**src/rtl/frac_div_pkg.sv**
```systemverilog
package frac_div_pkg;
  typedef enum logic [1:0] {
    FDV_IDLE = 2'd0,
    FDV_PREP = 2'd1,
    FDV_RUN  = 2'd2,
    FDV_FIN  = 2'd3
  } fdv_state_e;
endpackage

```
**src/rtl/fdiv_prep.sv**
```systemverilog
// Operand conditioning: magnitudes, result sign, and the proper-fraction test.
module fdiv_prep #(
  parameter int W = 32
) (
  input  logic [W-1:0] dvd,
  input  logic [W-1:0] dvr,
  output logic [W-1:0] dvd_mag,
  output logic [W-1:0] dvr_mag,
  output logic         res_neg,
  output logic         too_big
);
  function automatic logic [W-1:0] magnitude(input logic [W-1:0] v);
    return v[W-1] ? (~v + 1'b1) : v;
  endfunction

  always_comb begin
    dvd_mag = magnitude(dvd);
    dvr_mag = magnitude(dvr);
    res_neg = dvd[W-1] ^ dvr[W-1];
    too_big = (dvd_mag >= dvr_mag);
  end
endmodule

```
**src/rtl/fdiv_step.sv**
```systemverilog
// One restoring iteration: shift, compare, conditional subtract.
module fdiv_step #(
  parameter int W = 32
) (
  input  logic [W:0]   rem_in,
  input  logic [W-1:0] quo_in,
  input  logic [W-1:0] dvr_mag,
  output logic [W:0]   rem_out,
  output logic [W-1:0] quo_out,
  output logic         bit_set
);
  function automatic logic [W:0] doubled(input logic [W:0] r);
    return {r[W-1:0], 1'b0};
  endfunction

  logic [W:0] dbl;

  always_comb begin
    dbl     = doubled(rem_in);
    bit_set = (dbl >= {1'b0, dvr_mag});
    rem_out = bit_set ? (dbl - {1'b0, dvr_mag}) : dbl;
    quo_out = {quo_in[W-2:0], bit_set};
  end
endmodule

```
**src/rtl/fdiv_finish.sv**
```systemverilog
// Rounding (add one, clear the low bit) followed by sign restoration.
module fdiv_finish #(
  parameter int W = 32
) (
  input  logic [W-1:0] quo_raw,
  input  logic         res_neg,
  output logic [W-1:0] result
);
  function automatic logic [W-1:0] round_even(input logic [W-1:0] q);
    logic [W-1:0] s;
    s = q + 1'b1;
    return {s[W-1:1], 1'b0};
  endfunction

  function automatic logic [W-1:0] apply_sign(input logic [W-1:0] m, input logic n);
    return n ? (~m + 1'b1) : m;
  endfunction

  always_comb result = apply_sign(round_even(quo_raw), res_neg);
endmodule

```
**src/rtl/frac_divider.sv**
```systemverilog
module frac_divider #(
  parameter int W = 32
) (
  input  logic         clk,
  input  logic         rst_n,
  input  logic         start,
  input  logic [W-1:0] dividend,
  input  logic [W-1:0] divisor,
  output logic         busy,
  output logic         done,
  output logic [W-1:0] quotient,
  output logic         overflow
);
  import frac_div_pkg::*;

  localparam int ITERS = W - 1;
  localparam int CNT_W = $clog2(ITERS + 1);
  localparam logic [CNT_W-1:0] LAST_CNT = CNT_W'(ITERS - 1);

  fdv_state_e      state_q;
  logic [W-1:0]    op_dvd_q, op_dvr_q;
  logic [W-1:0]    dvr_mag_q;
  logic            neg_q;
  logic [W:0]      rem_q;
  logic [W-1:0]    quo_q;
  logic [CNT_W-1:0] cnt_q;
  logic [W-1:0]    result_q;
  logic            ovf_q;
  logic            done_q;

  // Internal events, named for the checker
  logic accept, ovf_detect, step_fire, last_step, finish_fire;

  logic [W-1:0] p_dvd_mag, p_dvr_mag;
  logic         p_neg, p_too_big;
  logic [W:0]   s_rem;
  logic [W-1:0] s_quo;
  logic         s_bit;
  logic [W-1:0] f_result;

  fdiv_prep #(.W(W)) u_prep (
    .dvd     (op_dvd_q),
    .dvr     (op_dvr_q),
    .dvd_mag (p_dvd_mag),
    .dvr_mag (p_dvr_mag),
    .res_neg (p_neg),
    .too_big (p_too_big)
  );

  fdiv_step #(.W(W)) u_step (
    .rem_in  (rem_q),
    .quo_in  (quo_q),
    .dvr_mag (dvr_mag_q),
    .rem_out (s_rem),
    .quo_out (s_quo),
    .bit_set (s_bit)
  );

  fdiv_finish #(.W(W)) u_finish (
    .quo_raw (quo_q),
    .res_neg (neg_q),
    .result  (f_result)
  );

  always_comb begin
    accept      = start && (state_q == FDV_IDLE);
    ovf_detect  = (state_q == FDV_PREP) && p_too_big;
    step_fire   = (state_q == FDV_RUN);
    last_step   = step_fire && (cnt_q == LAST_CNT);
    finish_fire = (state_q == FDV_FIN);
  end

  always_ff @(posedge clk or negedge rst_n) begin
    if (!rst_n) begin
      state_q   <= FDV_IDLE;
      op_dvd_q  <= '0;
      op_dvr_q  <= '0;
      dvr_mag_q <= '0;
      neg_q     <= 1'b0;
      rem_q     <= '0;
      quo_q     <= '0;
      cnt_q     <= '0;
      result_q  <= '0;
      ovf_q     <= 1'b0;
      done_q    <= 1'b0;
    end else begin
      done_q <= 1'b0;
      unique case (state_q)
        FDV_IDLE: begin
          if (accept) begin
            op_dvd_q <= dividend;
            op_dvr_q <= divisor;
            state_q  <= FDV_PREP;
          end
        end
        FDV_PREP: begin
          if (ovf_detect) begin
            ovf_q   <= 1'b1;
            done_q  <= 1'b1;
            state_q <= FDV_IDLE;
          end else begin
            rem_q     <= {1'b0, p_dvd_mag};
            dvr_mag_q <= p_dvr_mag;
            neg_q     <= p_neg;
            quo_q     <= '0;
            cnt_q     <= '0;
            state_q   <= FDV_RUN;
          end
        end
        FDV_RUN: begin
          rem_q <= s_rem;
          quo_q <= s_quo;
          cnt_q <= cnt_q + 1'b1;
          if (last_step) state_q <= FDV_FIN;
        end
        FDV_FIN: begin
          result_q <= f_result;
          ovf_q    <= 1'b0;
          done_q   <= 1'b1;
          state_q  <= FDV_IDLE;
        end
        default: state_q <= FDV_IDLE;
      endcase
    end
  end

  assign busy     = (state_q != FDV_IDLE);
  assign done     = done_q;
  assign quotient = result_q;
  assign overflow = ovf_q;
endmodule

```
**config.mk**
```make
export PLATFORM = sky130hd
export DESIGN_NAME = frac_divider
export DESIGN_NICKNAME = d
export VERILOG_FILES = /design/src/rtl/frac_div_pkg.sv /design/src/rtl/fdiv_prep.sv /design/src/rtl/fdiv_step.sv /design/src/rtl/fdiv_finish.sv /design/src/rtl/frac_divider.sv
export SDC_FILE = /design/constraint.sdc
export NUM_CORES = 1
export LEC_CHECK = 0
export CAP_MARGIN = 10
export CORE_UTILIZATION = 65
export DETAILED_ROUTE_END_ITERATION = 16
export PLACE_DENSITY_LB_ADDON = 0.15
export SLEW_MARGIN = 20
export SYNTH_ARGS = -nofsm -noshare
export SYNTH_HDL_FRONTEND = slang
export SYNTH_HIERARCHICAL = 1
export SYNTH_SLANG_ARGS = --single-unit
```
**constraint.sdc**
```tcl
create_clock -name clk -period 13.4 [get_ports clk]
set_clock_uncertainty 0.15 [all_clocks]
set_input_delay 2.68 -clock clk [delete_from_list [all_inputs] [get_ports clk]]
set_output_delay 2.68 -clock clk [all_outputs]
set_load 0.01 [all_outputs]
```
Word level (Yosys, flattened, before mapping)
Cells that the tools add are included.
{ "totals": {"regBits": 202, "in_bits": 67} }
{ "classes": {"reduce_logical": 12, "add_sub_neg": 6, "order_cmp": 2, "eq_ne": 8, "mux": 18, "bitwise_logic": 5} }
{ "op_table": {"columns": ["cell", "count"], "rows": [
  ["$mux 32", 6],
  ["$add 32x1->32 const B", 4],
  ["$pmux 32 s2", 2],
  ["$not 32->32", 3],
  ["$ge 33x32->1", 1],
  ["$ge 32x32->1", 1],
  ["$sub 32x32->32", 1],
  ["$pmux 5 s2", 1],
  ["$reduce_and 2->1", 5],
  ["$pmux 2 s4", 1],
  ["$mux 2", 3],
  ["$ne 2x2->1 const B", 3],
  ["$reduce_bool 2->1", 3],
  ["$add 5x1->5 const B", 1],
  ["$eq 5x5->1 const B", 1],
  ["$mux 5", 1],
  ["$eq 2x2->1 const B", 2],
  ["$pmux 1 s2", 2],
  ["$logic_and 1x1->1", 3],
  ["$eq 2x1->1 const B", 1],
  ["$logic_not 2->1", 1],
  ["$mux 1", 2],
  ["$ne 2x1->1 const B", 1],
  ["$not 1->1", 1],
  ["$xor 1x1->1", 1]
]} }

Logic depth before layout (Yosys ltp)
Gate-level depths: netlist of run 1.
{ "logic_depth": {"word_depth": 7, "ltp_mapped": 18, "depth_no_buf": 16} }

Hierarchy
Netlist of run 1, hierarchy kept.
{ "by_module_without_submodules": {"columns": ["mod", "cells_each", "seq_area_each_um2", "area_per_inst_um2", "instances"], "rows": [
  ["frac_divider", 631, 5079.9, 8483.1, 1],
  ["fdiv_step", 389, 0.0, 2617.5, 1],
  ["fdiv_prep", 288, 0.0, 2188.3, 1],
  ["fdiv_finish", 260, 0.0, 1700.4, 1]
]} }

Least setup slack after synthesis of run 1
OpenSTA, ideal clock, no wires.
{ "synth_path": {"path_kind": "reg2reg", "from": "register op_dvd_q[10]", "to": "register dvr_mag_q[0]", "required_ps": 13125, "stages_incl_launch_ff": 15, "path_buffers": 2, "period_less_slack_ps": 4729, "setup_ps": 125, "arrival_ps": 4454, "slack_ps": 8671, "cell_sequence": "dfrtp_1 -> or4_4 -> or4_4 -> or4_4 -> o21ai_1 -> xnor2_1 -> ha_1 -> and4_1 -> a221o_1 -> a2111oi_0 -> o21ai_0 -> or3b_1 -> buf_6 -> buf_6 -> mux2_4"} }
{ "synth_via": {"elab_chain_len": 7} }
{ "synth_lines": {"columns": ["element", "line_no", "rtl"], "rows": [
  ["start: declaration", "frac_divider.sv:21", "logic [W-1:0] op_dvd_q, op_dvr_q;"],
  ["start signal: assignment", "frac_divider.sv:91", "op_dvd_q <= dividend;"],
  ["$not 32->32", "fdiv_prep.sv:13", "return v[W-1] ? (~v + 1'b1) : v;"],
  ["$add 32x1->32", "fdiv_prep.sv:13", null],
  ["$mux 32", "fdiv_prep.sv:13", null],
  ["via p_dvd_mag[23]", "frac_divider.sv:34", "logic [W-1:0] p_dvd_mag, p_dvr_mag;"],
  ["$ge 32x32->1", "fdiv_prep.sv:20", "too_big = (dvd_mag >= dvr_mag);"],
  ["via p_too_big", "frac_divider.sv:35", "logic p_neg, p_too_big;"],
  ["$logic_and 1x1->1", "frac_divider.sv:67", "ovf_detect = (state_q == FDV_PREP) && p_too_big;"],
  ["$not 1->1 (no source line)", null, null],
  ["$reduce_and 2->1 (no source line)", null, null],
  ["end signal: assignment", "frac_divider.sv:103", "dvr_mag_q <= p_dvr_mag;"],
  ["end: declaration", "frac_divider.sv:22", "logic [W-1:0] dvr_mag_q;"]
]} }
The timed path passes the listed nets, and every way through them passes these cells.
A chain may end at the register's enable or synchronous reset.

Final worst setup path of run 1
{ "layout_path": {"from": "register op_dvd_q[4]", "to": "register dvr_mag_q[13]"} }
The elaborated chain is that of the path after synthesis.

==> summary.md, run 1 <==
| Metric | Value |
|---|---|
| CTS Buf Count | 24 |
| Cell count after placement | between 1,500 and 2,000 |
| Initial antenna violation count | 0 |
| GR Overflow Total | 0 |
| Clock Tree Root | clkbuf_16 |
| Post-DP HPWL | 24,700 um |
| RD Place Congestion | about 0.92 |
| Core Area | approximately 23,000 um^2 |
| Worst reg2reg endpoint | dvr_mag_q[13] |
| Synth warn | 6 |
| Pin count of the biggest net entering global routing | 80 |
| Final Max Slew Viols | 0 |
| Port bufs | between 100 and 150 |
| Starting Density | around 66% |
| Vias in the first global route | between 10,000 and 15,000 |
| Share of layout cells above drive strength 1 | 17.7% |
| Nets | ~1,700 |
| Finished Layout Cells | between 1,500 and 2,000 |
| WP data required | 13.65 ns |
| Diode count | 0 |
| Post-CTS Resized | 0 |
| Tmin final | approximately 5.5 ns |
| CTS clk-pin slew, worst paths | ~0.060 ns |
| Crit. Startpoint | op_dvd_q[4] |
| Clk_lat worst skew | between 0.5 and 0.6 ns |
| Syn avg cell area | approximately 9.6 um^2 |
| Placed cell areas | 15,600 um^2 |
| Status | finished, final reports clean |
| IO Pins | slightly above 100 |
| TNS Setup | 0 ns |
| Hold Worst Slack | 0.321 ns |
| Full die area | 23,600 um^2 |
| Max Root-Sink Buffers | 3 |
| Design area | ~16,000 um^2 |
| Htree depth | 1 |
| Hold Fails Final Rpt | 0 |
| Worst Hold Class | reg2reg |
| Post-DR wirelength/cell | approximately 18 um |
| Setup violators final | 0 |
| Cells after synthesis | roughly 1,600 |
| Avg Vias per Cell | just over 6 |
| CTS tree | built |
| Mapped Area | about 15,000 um^2 |
| Fillcell total | between 1,500 and 2,000 |
| Maximum clock frequency | around 180 MHz |
| CP endpoint kind | flip-flop |
| Critical Path AT | approximately 5.7 ns |
| Worst-path fanout max | 46 |
| Reg2reg start | op_dvd_q[4] |
| Max cap viols | 0 |
| DRT Pass-1 Iters | 7 |
| DR vias | about 11,000 |
| Final Cycle Share | 40.9% |
| Crit start category | flip-flop |
| RSZ-0062 raised after global routing | false |
| Flop-to-flop setup slack | roughly 7.9 ns |
| Worst Reg-to-Reg Cells | 13 |
| Die Ht | 153 um |
| # DRC | 0 |
| Starting DRT DRC Count | 1,015 |
| Max-slew headroom at the worst pin | between 20% and 30% |
| # rows | 55 |
| Setup bufs post-CTS | 0 |
| Measured slew at the worst slew-check pin | approximately 1.1 ns |
| Clock sink count | 202 |
| Antenna Nets Post-Route | 0 |
| Syn Nets | 1,696 |
| First-pass GRT wire length | roughly 56,000 um |
| Die W | roughly 150 um |
| P&R area growth vs syn | 10.3% |
| Total Routing Usage GR | approximately 30% |
| WS Path Type | reg2reg |
| WL final | between 30,000 and 40,000 um |
| Worst Setup EP | dvr_mag_q[13] |
| Hold_buf cts | 0 |
-- critical path, cell delays in order (launching register included) --
cell and delay (ns):
dfrtp_1 0.42, nor4_1 0.66, nand4b_1 0.37, or2_1 0.34
o41ai_1 0.37, xnor2_1 0.29, ha_1 0.31, and4_1 0.19
a221o_1 0.31, a2111oi_0 0.40, o21ai_0 0.27, or3b_4 0.68
buf_12 0.28, mux2_4 0.32
-- sequential cells by signal (all words and copies together), names as in the netlist, named ones only --
register,flops
cnt_q,5
done,1
dvr_mag_q,32
neg_q,1
op_dvd_q,32
op_dvr_q,32
overflow,1
quo_q,32
quotient,32
rem_q,32
state_q,1
-- final cells by class --
cell class | count | area, um^2 | area share [%]
Multi-Input combinational cell | 1161 | 8830 | 53.7
Inverter | 78 | 293 | 1.78
Timing Repair Buffer | 112 | 1110 | 6.75
Clock buffer | 32 | 702 | 4.27
Sequential cell | 202 | 5060 | 30.7
Clock inverter | 12 | 108 | 0.654
Tap cell | 285 | 357 | 2.17
-- worst min path at each step --
| stage | startpoint | to | slack [ns] | cells after the start |
|---|---|---|---|---|
| 3_3_place_gp | cnt_q[4] | cnt_q[4] | 0.31 | 1 |
| 5_1_grt | cnt_q[4] | cnt_q[4] | 0.36 | 1 |
| 3_5_place_dp | cnt_q[4] | cnt_q[4] | 0.32 | 1 |
| 2_1_floorplan | cnt_q[4] | cnt_q[4] | 0.30 | 1 |
| 4_1_cts | cnt_q[4] | cnt_q[4] | 0.32 | 1 |
| 6_report | cnt_q[4] | cnt_q[4] | 0.32 | 1 |
-- per-layer routing --
layer	vias up	track usage, %	routed length (um)
li1	5517	-	-
met1	5552	47.5	17500
met2	374	43.2	14800
met3	29	2.86	2030
met4	0	5.62	384
met5	-	0	0
-- metrics by stage --
step / worst slack [ns] / utilization, %
after floorplan: 8.67 / -
after global placement: 8.13 / 69.2
after detailed placement: 7.96 / 69.2
after CTS: 7.92 / 72.8
after global routing: 7.37 / 72.9
final: 7.91 / 72.9
-- cells in the final DEF, fill, tap and decap left out, types with 6 or more instances in the layout --
cell,count
ha_1,70
a21oi_1,53
clkbuf_8,6
clkbuf_16,25
inv_1,77
mux2_2,127
a211oi_1,6
a2111oi_0,6
mux2_4,32
o31ai_1,16
nor2_1,32
dfrtp_1,201
o21ai_1,13
a21o_1,17
xnor2_1,103
clkdlybuf4s50_1,100
nand2_1,205
a31oi_1,10
nor3_1,19
nor2b_1,6
o21ai_0,78
o21a_1,7
nand3_1,71
or4_1,9
o41ai_1,8
and3_1,9
mux2i_1,36
xor2_1,56
nand2b_1,13
buf_4,10
nand4_1,23
or3_1,6
o21ai_2,27
nor4_1,11
Power of run 1 is not shown: default switching activity piles up to over one toggle a cycle in this logic, so the estimate is an artifact.
==> inputs of run 2 (changes only) <==
CORE_UTILIZATION = 61   (was 65)
clock period = 5.35 ns   (was 13.4 ns; I/O delays follow)
==> run 2 against run 1 <==
Register-to-register slack worse by 7.7 ns. Cell area grew 0.96%. Worst hold slack better by 0.013 ns. Core utilization is 3.0 points lower. Flip-flop and latch count unchanged. Non-clock buffer count rose by 7. Die area grew 6.5%. Critical path depth is the same. Setup slack lost 7.7 ns. Via count about the same. Critical path type unchanged.
==> summary.md, run 2 (synthesis gave the netlist of run 1 again) <==
| Metric | Value |
|---|---|
| Status | finished, final reports clean |
| Most common cell after layout, fill and taps aside | nand2_1 |
| Htree depth | 1 |
| CP most frequent cell | or4_4 |
| Max cap viols | 0 |
| Clock sink count | 202 |
| Core Area | between 20,000 and 25,000 um^2 |
| Diode count | 0 |
| Post-DP HPWL | roughly 25,000 um |
| Nets | 1,724 |
| Commonest non-fill, non-tap cells in the layout | nand2_1 (205), dfrtp_1 (201), mux2_2 (127), xnor2_1 (103), clkdlybuf4s50_1 (100) |
| Initial antenna violation count | 0 |
| RSZ-0062 raised after global routing | false |
| DRT Pass-1 Iters | 5 |
| Max Root-Sink Buffers | 3 |
| CP endpoint kind | flip-flop |
| Hold Fails Final Rpt | 0 |
| Critical-path cell list | or4_4 -> or4_4 -> or4_4 -> o21ai_1 -> xnor2_1 -> ha_1 -> and4_1 -> a221o_1 -> a2111oi_1 -> o21ai_0 -> or3b_4 -> buf_12 -> mux2_4 |
| Pin count of the biggest net entering global routing | 88 |
| CP max-delay cell | or4_4 |
| P&R area growth vs syn | 11.4% |
| GR Overflow Total | 0 |
| Final Cycle Share | roughly 95% |
| Starting DRT DRC Count | 793 |
| # rows | 56 |
| CTS Buf Count | 24 |
| Critical Path AT | 5.36 ns |
| Measured slew at the worst slew-check pin | between 1 and 1.5 ns |
| Starting Density | a little over three fifths |
| # DRC | 0 |
| Die W | 158 um |
| First-pass GRT wire length | 55,400 um |
| Worst Hold Class | reg2reg |
| TNS Setup | 0 ns |
| DR vias | between 10,000 and 15,000 |
| Share of layout cells above drive strength 1 | between 10% and 20% |
| Maximum clock frequency | 196 MHz |
| WS Path Type | reg2reg |
| IO Pins | between 100 and 150 |
| Crit start category | flip-flop |
| Post-DR wirelength/cell | 17.7 um |
| Antenna Nets Post-Route | 0 |
| Vias in the first global route | approximately 11,000 |
| Final Max Slew Viols | 0 |
| Worst-path fanout max | 32 |
| Tmin final | between 5 and 6 ns |
| WL final | roughly 34,000 um |
| CTS clk-pin slew, worst paths | approximately 0.060 ns |
| Slowest stage delay, CP | ~0.58 ns |
| Clock Tree Root | clkbuf_16 |
| CTS tree | built |
| Full die area | between 20,000 and 30,000 um^2 |
| Hold_buf cts | 0 |
| Max-slew headroom at the worst pin | between 30% and 40% |
| Avg Vias per Cell | between 5 and 6 |
| RD Place Congestion | 0.879 |
| Total Routing Usage GR | 27.8% |
| Port bufs | between 100 and 150 |
| Setup violators final | 0 |
| Die Ht | between 150 and 200 um |
| WP data required | 5.60 ns |
| Clk_lat worst skew | roughly 0.52 ns |
-- run 2: cell types whose count changed in the layout (fill, tap and decap cells not counted), sizes merged --
cell,change
clkbuf,+2
clkinvlp,-2
inv,-3
buf,+7
bufinv,+2
-- run 2: worst paths after layout --
kind,from,depth (start not counted),slack [ns],to
setup / recovery,op_dvd_q[10],13,0.25,dvr_mag_q[14]
hold / removal,cnt_q[4],1,0.33,cnt_q[4]
setup reg to reg,op_dvd_q[10],13,0.25,dvr_mag_q[14]
hold reg to reg,cnt_q[4],1,0.33,cnt_q[4]
max in group asynchronous,rst_n,2,3.69,asynchronous set/reset pin
min in group asynchronous,rst_n,1,0.41,op_dvd_q[7]
-- run 2: area by class of cell --
| class | count | area, um^2 |
|---|---|---|
| clock buffers | 34 | 719 |
| clock inverters | 9 | 126 |
| fillers | 1783 | 7140 |
| inverters | 78 | 293 |
| multi-input cells | 1161 | 8830 |
| flip-flops and latches | 202 | 5060 |
| well taps | 319 | 399 |
| repair buffers | 119 | 1190 |
-- run 2: critical path, delay by kind of cell, from the launching register on --
family | cells | cell delay (ns)
fa+ha+maj | 1 | 0.30
xor+xnor | 1 | 0.19
mux | 1 | 0.32
compound gates | 4 | 1.13
simple gates | 5 | 2.24
flops | 1 | 0.44
buf+inv | 1 | 0.20
-- run 2: what timing repair did --
item | in CTS | in global routing
buffers inserted | 0 | 1
setup endpoints to repair | 0 | 84
resized for setup | 0 | 2
endpoints found under the hold margin | 0 | 0
-- run 2: routing by layer --
layer	share of wire (%)	global-route usage, %	routed length, um
met1	51	44.2	17500
met2	42	39.7	14300
met3	5.3	3.65	1810
met5	0	0	0
met4	1.4	5.72	463
-- run 2: metrics by stage --
| stage | hold WS, ns | std cells | utilization [%] | instance area [um^2] | setup WS, ns |
|---|---|---|---|---|---|
| 2_1_floorplan | 0.295 | 1558 | - | 14900 | 0.621 |
| 3_3_place_gp | 0.312 | 1878 | 66.3 | 15800 | 0.317 |
| 3_5_place_dp | 0.327 | 1878 | 66.3 | 15800 | 0.165 |
| 4_1_cts | 0.334 | 1921 | 69.9 | 16600 | 0.145 |
| 5_1_grt | 0.348 | 1922 | 69.9 | 16600 | 0.0240 |
| 6_report | 0.334 | 1922 | 69.9 | 16600 | 0.247 |
Power of run 2 is left out for the same reason.
==> inputs of run 3 (changes only) <==
SKIP_LAST_GASP = 1   (was default)
==> results of run 3 <==
Final layout, timing and power as in run 2 (identical DEF).
Power of run 3 is left out for the same reason.
